**src/rtl/csa_mul_pkg.sv**
```systemverilog
`timescale 1ns/1ps
package csa_mul_pkg;

  // Sum output of a full adder.
  function automatic logic fa_sum(input logic x, input logic y, input logic z);
    return x ^ y ^ z;
  endfunction

  // Carry output of a full adder (majority of the three inputs).
  function automatic logic fa_carry(input logic x, input logic y, input logic z);
    return (x & y) | (y & z) | (x & z);
  endfunction

  // Number of set bits among the lowest n bits of a stage mask.
  function automatic int unsigned count_ones(input logic [63:0] m, input int unsigned n);
    int unsigned c;
    c = 0;
    for (int unsigned i = 0; i < n; i++) begin
      if (m[i]) c = c + 1;
    end
    return c;
  endfunction

endpackage

```
**src/rtl/csa_fa_row.sv**
```systemverilog
`timescale 1ns/1ps
// One row of carry-save full adders: three N-bit vectors in, sum and carry out.
module csa_fa_row #(
  parameter int unsigned N = 8
) (
  input  logic [N-1:0] pp,
  input  logic [N-1:0] s_in,
  input  logic [N-1:0] c_in,
  output logic [N-1:0] s_out,
  output logic [N-1:0] c_out
);
  import csa_mul_pkg::*;

  for (genvar i = 0; i < N; i++) begin : g_fa
    assign s_out[i] = fa_sum(pp[i], s_in[i], c_in[i]);
    assign c_out[i] = fa_carry(pp[i], s_in[i], c_in[i]);
  end
endmodule

```
**src/rtl/csa_ripple_add.sv**
```systemverilog
`timescale 1ns/1ps
// N-bit ripple carry adder; the final carry-out is not formed.
module csa_ripple_add #(
  parameter int unsigned N = 8
) (
  input  logic [N-1:0] x,
  input  logic [N-1:0] y,
  output logic [N-1:0] sum
);
  import csa_mul_pkg::*;

  logic [N-1:0] cy;
  assign cy[0] = 1'b0;

  for (genvar i = 0; i < N; i++) begin : g_bit
    assign sum[i] = fa_sum(x[i], y[i], cy[i]);
    if (i < N - 1) begin : g_cy
      assign cy[i+1] = fa_carry(x[i], y[i], cy[i]);
    end
  end
endmodule

```
**src/rtl/csa_stage_reg.sv**
```systemverilog
`timescale 1ns/1ps
// Optional pipeline boundary. When REGISTER is 0 the data passes straight
// through and the unloaded flops are removed by synthesis.
module csa_stage_reg #(
  parameter int unsigned W        = 8,
  parameter bit          REGISTER = 1'b1
) (
  input  logic         clk,
  input  logic         rst_n,
  input  logic [W-1:0] d,
  output logic [W-1:0] q
);
  logic [W-1:0] q_r;

  always_ff @(posedge clk or negedge rst_n) begin
    if (!rst_n) q_r <= '0;
    else        q_r <= d;
  end

  assign q = REGISTER ? q_r : d;
endmodule

```
**src/rtl/csa_array_mul.sv**
```systemverilog
`timescale 1ns/1ps
// Unsigned N x N carry-save array multiplier with per-row pipeline boundaries.
module csa_array_mul #(
  parameter int unsigned N          = 8,
  parameter logic [N:0]  STAGE_MASK = 9'b1_0010_0100
) (
  input  logic           clk,
  input  logic           rst_n,
  input  logic [N-1:0]   a_in,
  input  logic [N-1:0]   b_in,
  input  logic           in_valid,
  output logic [2*N-1:0] product,
  output logic           out_valid
);
  localparam int unsigned PW = 2 * N;
  localparam int unsigned RW = 1 + 5 * N;  // valid, a, b, sum, carry, low bits

  // Values entering each boundary (_d) and leaving it (_q), per row.
  logic         v_d  [N];
  logic [N-1:0] a_d  [N];
  logic [N-1:0] b_d  [N];
  logic [N-1:0] s_d  [N];
  logic [N-1:0] c_d  [N];
  logic [N-1:0] lo_d [N];
  logic         v_q  [N];
  logic [N-1:0] a_q  [N];
  logic [N-1:0] b_q  [N];
  logic [N-1:0] s_q  [N];
  logic [N-1:0] c_q  [N];
  logic [N-1:0] lo_q [N];

  // Row 0: first partial-product row becomes the initial running sum.
  assign v_d[0]  = in_valid;
  assign a_d[0]  = a_in;
  assign b_d[0]  = b_in;
  assign s_d[0]  = a_in & {N{b_in[0]}};
  assign c_d[0]  = '0;
  assign lo_d[0] = '0;

  // Rows 1..N-1: add partial product j; the sum bit 0 of the row above is final.
  for (genvar j = 1; j < N; j++) begin : g_row
    logic [N-1:0] pp;
    assign pp = a_q[j-1] & {N{b_q[j-1][j]}};

    csa_fa_row #(.N(N)) u_fa_row (
      .pp    (pp),
      .s_in  ({1'b0, s_q[j-1][N-1:1]}),
      .c_in  (c_q[j-1]),
      .s_out (s_d[j]),
      .c_out (c_d[j])
    );

    assign v_d[j]  = v_q[j-1];
    assign a_d[j]  = a_q[j-1];
    assign b_d[j]  = b_q[j-1];
    assign lo_d[j] = lo_q[j-1] | (N'(s_q[j-1][0]) << (j - 1));
  end

  // Boundary after each row, present only where the mask bit is set.
  for (genvar j = 0; j < N; j++) begin : g_stage
    logic [RW-1:0] q_w;

    csa_stage_reg #(.W(RW), .REGISTER(STAGE_MASK[j])) u_stage (
      .clk   (clk),
      .rst_n (rst_n),
      .d     ({v_d[j], a_d[j], b_d[j], s_d[j], c_d[j], lo_d[j]}),
      .q     (q_w)
    );

    assign {v_q[j], a_q[j], b_q[j], s_q[j], c_q[j], lo_q[j]} = q_w;
  end

  // Final carry-propagate adder merges the remaining sum and carry vectors.
  logic [N-1:0]  hi;
  logic [N-1:0]  lo_f;
  logic [PW:0]   out_w;

  csa_ripple_add #(.N(N)) u_final (
    .x   ({1'b0, s_q[N-1][N-1:1]}),
    .y   (c_q[N-1]),
    .sum (hi)
  );

  assign lo_f = lo_q[N-1] | (N'(s_q[N-1][0]) << (N - 1));

  csa_stage_reg #(.W(PW + 1), .REGISTER(STAGE_MASK[N])) u_out_stage (
    .clk   (clk),
    .rst_n (rst_n),
    .d     ({v_q[N-1], hi, lo_f}),
    .q     (out_w)
  );

  assign {out_valid, product} = out_w;
endmodule

```
**config.mk**
```make
export PLATFORM = sky130hd
export DESIGN_NAME = csa_array_mul
export DESIGN_NICKNAME = d
export VERILOG_FILES = /design/src/rtl/csa_mul_pkg.sv /design/src/rtl/csa_fa_row.sv /design/src/rtl/csa_ripple_add.sv /design/src/rtl/csa_stage_reg.sv /design/src/rtl/csa_array_mul.sv
export SDC_FILE = /design/constraint.sdc
export NUM_CORES = 1
export LEC_CHECK = 0
export ABC_AREA = 1
export BUFFER_PORTS_ARGS = -buffer_cell sky130_fd_sc_hd__buf_2
export CELL_PAD_IN_SITES_DETAIL_PLACEMENT = 0
export CELL_PAD_IN_SITES_GLOBAL_PLACEMENT = 1
export CORE_MARGIN = 3
export CORE_UTILIZATION = 38
export CTS_CLUSTER_SIZE = 30
export DETAILED_ROUTE_END_ITERATION = 10
export GPL_TIMING_DRIVEN = 0
export PLACE_DENSITY = 0.65
export SLEW_MARGIN = 20
export SYNTH_ARGS = -nofsm -noshare
export SYNTH_HDL_FRONTEND = slang
export SYNTH_SLANG_ARGS = --single-unit
```
**constraint.sdc**
```tcl
create_clock -name clk -period 9.5 [get_ports clk]
set_clock_uncertainty 0.1 [all_clocks]
set_input_delay 2.375 -clock clk [delete_from_list [all_inputs] [get_ports clk]]
set_output_delay 2.375 -clock clk [all_outputs]
set_load 0.02 [all_outputs]
```
==> impl_metrics.csv <==
group,metric,value,unit
cells_and_area,utilization,45.3,%
floorplanning,coreArea,9330,um^2
floorplanning,num_rows,35,
drt,ant_nets,0,
critical_path,path_cells,"buf_2, nand2_1, fa_1, fa_1, inv_1, ha_1, inv_1, fa_1, inv_1, fa_1, fa_1, fa_1, fa_1, fa_1",
cts,cts_buffer_depth,2,
critical_path,cpPeakStageDelay,0.51,ns
drt,vias,1865,
worst_hold_path,worstHoldEndpoint,"g_stage[5].u_stage.q[0]",
cts,cts-root-buf,"clkbuf_8",
cts,worst_skew_pair.late_latency,0.34,ns
critical_path,rr_startpoint,"g_stage[5].u_stage.q[30]",
sta,setup_viol,0,
sta,whs,0.250,ns
cts,path_clk_slew,0.08,ns
grt,overflow,0,
worst_hold_path,min_from,"g_stage[2].u_stage.q[0]",
cells_and_area,drive_gt1_share,16.0,%
critical_path,crit_cells,14,
cells_and_area,final_net_count,421,
power_and_ir_drop,peakVddDrop,72.2,uV
synthesis,yosys.area.top_type,"dfrtp_1",
sta,rsz0062_at_grt,"no",
floorplanning,ios,36,
place,hpwl,3880,um
critical_path,cp_slowest_cell,"fa_1",
cells_and_area,stdcell_count,479,
grt,grt_pass1_vias,2076,
synthesis,postSynthCellCount,302,
floorplanning,dieArea,10900,um^2
grt,grt_pass1_wl,9430,um
critical_path,reg2reg_to,"u_out_stage.q[14]",
synthesis,synth-seq-area-share,53.8,%
cts,postCtsHoldBufs,0,
critical_path,cp_max_fo,8,
sta,worst_pin_slew,0.503,ns
synthesis,synthTopCellsByArea,"dfrtp_1 (54%), fa_1 (26%), inv_1 (9.7%)",
drt,wirelength,4840,um
synthesis,synth_top_area_share,53.8,%
floorplanning,die_h,104,um
synthesis,syn-num-nets,377,
critical_path,cp.buffers_inverters,4,
cells_and_area,area_delta_synth_final,15.1,%
floorplanning,die_w,104,um
critical_path,crit_path_end_kind,"register",
worst_hold_path,hold_depth,0,
cts,cts_buffers,9,
grt,grtUsageTotal,10.9,%
place,dp.cells,464,
sta,min_period_over_period,45.2,%
status,status,"completed",
floorplanning,start_util,39.4,%
critical_path,worst-endpoint-required,9.62,ns
synthesis,ys.warnings.count,0,
synthesis,synth_seq_cells,79,
synthesis,netlist_area,3670,um^2
cts,ctsResizeCount,0,
sta,timing.slew.headroom,66.4,%
worst_hold_path,hold_class,"register to register",
drt,drc_errors,0,
drt,firstDrtPassIters,3,
cells_and_area,num_antenna_cells,0,
sta,hold_viol,0,
sta,final_max_slew_viol_count,0,
critical_path,rr_worst_depth,14,
cells_and_area,layout_commonest_cell,"inv_1",
drt,viasPerCell,3.89,
flow_run,drv_cap,0,
cts,cts_setup_buffers,0,
sta,fin_crit,4.29,ns
critical_path,worst_ep_arrival_time,4.42,ns
critical_path,worst-setup-path-type,"register to register",
critical_path,crit_path_frequent_cell,"fa_1",
cts,cts_tree,"built",
synthesis,avgSynthCellArea,12.2,um^2
critical_path,rrSetupSlack,5.21,ns
grt,antenna_found_initial,0,
place,io_buffer_count,32,
cells_and_area,final_cell_mix,"inv_1 (95), dfrtp_1 (79), nand2_1 (64)",
cts,clkSinkCount,79,
critical_path,path_delay_family,"adder cells",
power_and_ir_drop,p_leak,2.43,nW
drt,wl_per_cell,10.1,um
power_and_ir_drop,total_power,0.000938,W
cts,htree_levels,3,
grt,grt_max_degree,41,
place,gp_congestion,0.720,
power_and_ir_drop,power_density,222,nW/um^2
critical_path,crit_path_start_kind,"register",
sta,setup_tns,0,ns
drt,drt-initial-drc-count,28,
synthesis,synthDistinctLibCells,6,
sta,clock.fmax,233,MHz
## registers in the layout, summed over array words and instances (netlist names)
| signal | flops |
|---|---|
| g_stage.u_stage.q | 62 |
| u_out_stage.q | 17 |
## power by group
part	internal, W	switching, W	total (W)
clock	0.000146	0.000115	0.000261
combinational	0.000103	0.000150	0.000253
sequential	0.000403	0.0000200	0.000423
## worst max-delay path by stage
stage / from / to
final: g_stage[5].u_stage.q[30] / u_out_stage.q[14]
after CTS: g_stage[5].u_stage.q[30] / u_out_stage.q[14]
after global placement: g_stage[5].u_stage.q[30] / u_out_stage.q[14]
after floorplan: g_stage[5].u_stage.q[30] / u_out_stage.q[14]
after global routing: g_stage[5].u_stage.q[30] / u_out_stage.q[14]
after detailed placement: g_stage[5].u_stage.q[30] / u_out_stage.q[14]
## stage by stage
step	instance area, um^2	setup slack, ns
global placement	4000	5.19
detailed placement	4020	5.17
finish	4230	5.21
floorplan	3670	5.36
CTS	4230	5.15
global route	4230	4.97
## synth_stat cells
| master | number |
|---|---|
| dfrtp_1 | 79 |
| inv_1 | 95 |
| buf_2 | 8 |
| ha_1 | 8 |
| fa_1 | 48 |
| nand2_1 | 64 |
## area by class of cell
type                    instances  area [um^2]
plain buffers                   8         40.0
clock buffers                   9          124
clock inverters                 6         86.3
fillers                       889         5100
inverters                      95          357
multi-input cells             120         1300
flip-flops and latches         79         1980
well taps                     129          161
repair buffers                 33          183
## kinds of logic (layout without fill, tap and decap cells)
family	count (synthesis)	in the layout	synth area share [%]
adder cells (fa/ha/maj)	56	56	28.9
buffers and inverters	103	151	10.8
flip-flops	79	79	53.8
AND/OR/NAND/NOR	64	64	6.54
## worst reg2reg max path, cell delays in order, from the launching register on
cell,delay (ns)
dfrtp_1,0.32
buf_2,0.17
nand2_1,0.10
fa_1,0.50
fa_1,0.51
inv_1,0.04
ha_1,0.18
inv_1,0.06
fa_1,0.15
inv_1,0.05
fa_1,0.38
fa_1,0.39
fa_1,0.39
fa_1,0.39
fa_1,0.43
## routing by layer
metal	vias up	track usage, %	part of all wire [%]	routed length (um)
li1	905	-	-	-
met1	918	14.1	45	2190
met2	33	16.8	47	2300
met3	9	3.35	4.9	235
met4	0	5.41	2.3	113
met5	-	0	0	0
Power figures use the tool's default switching activity.
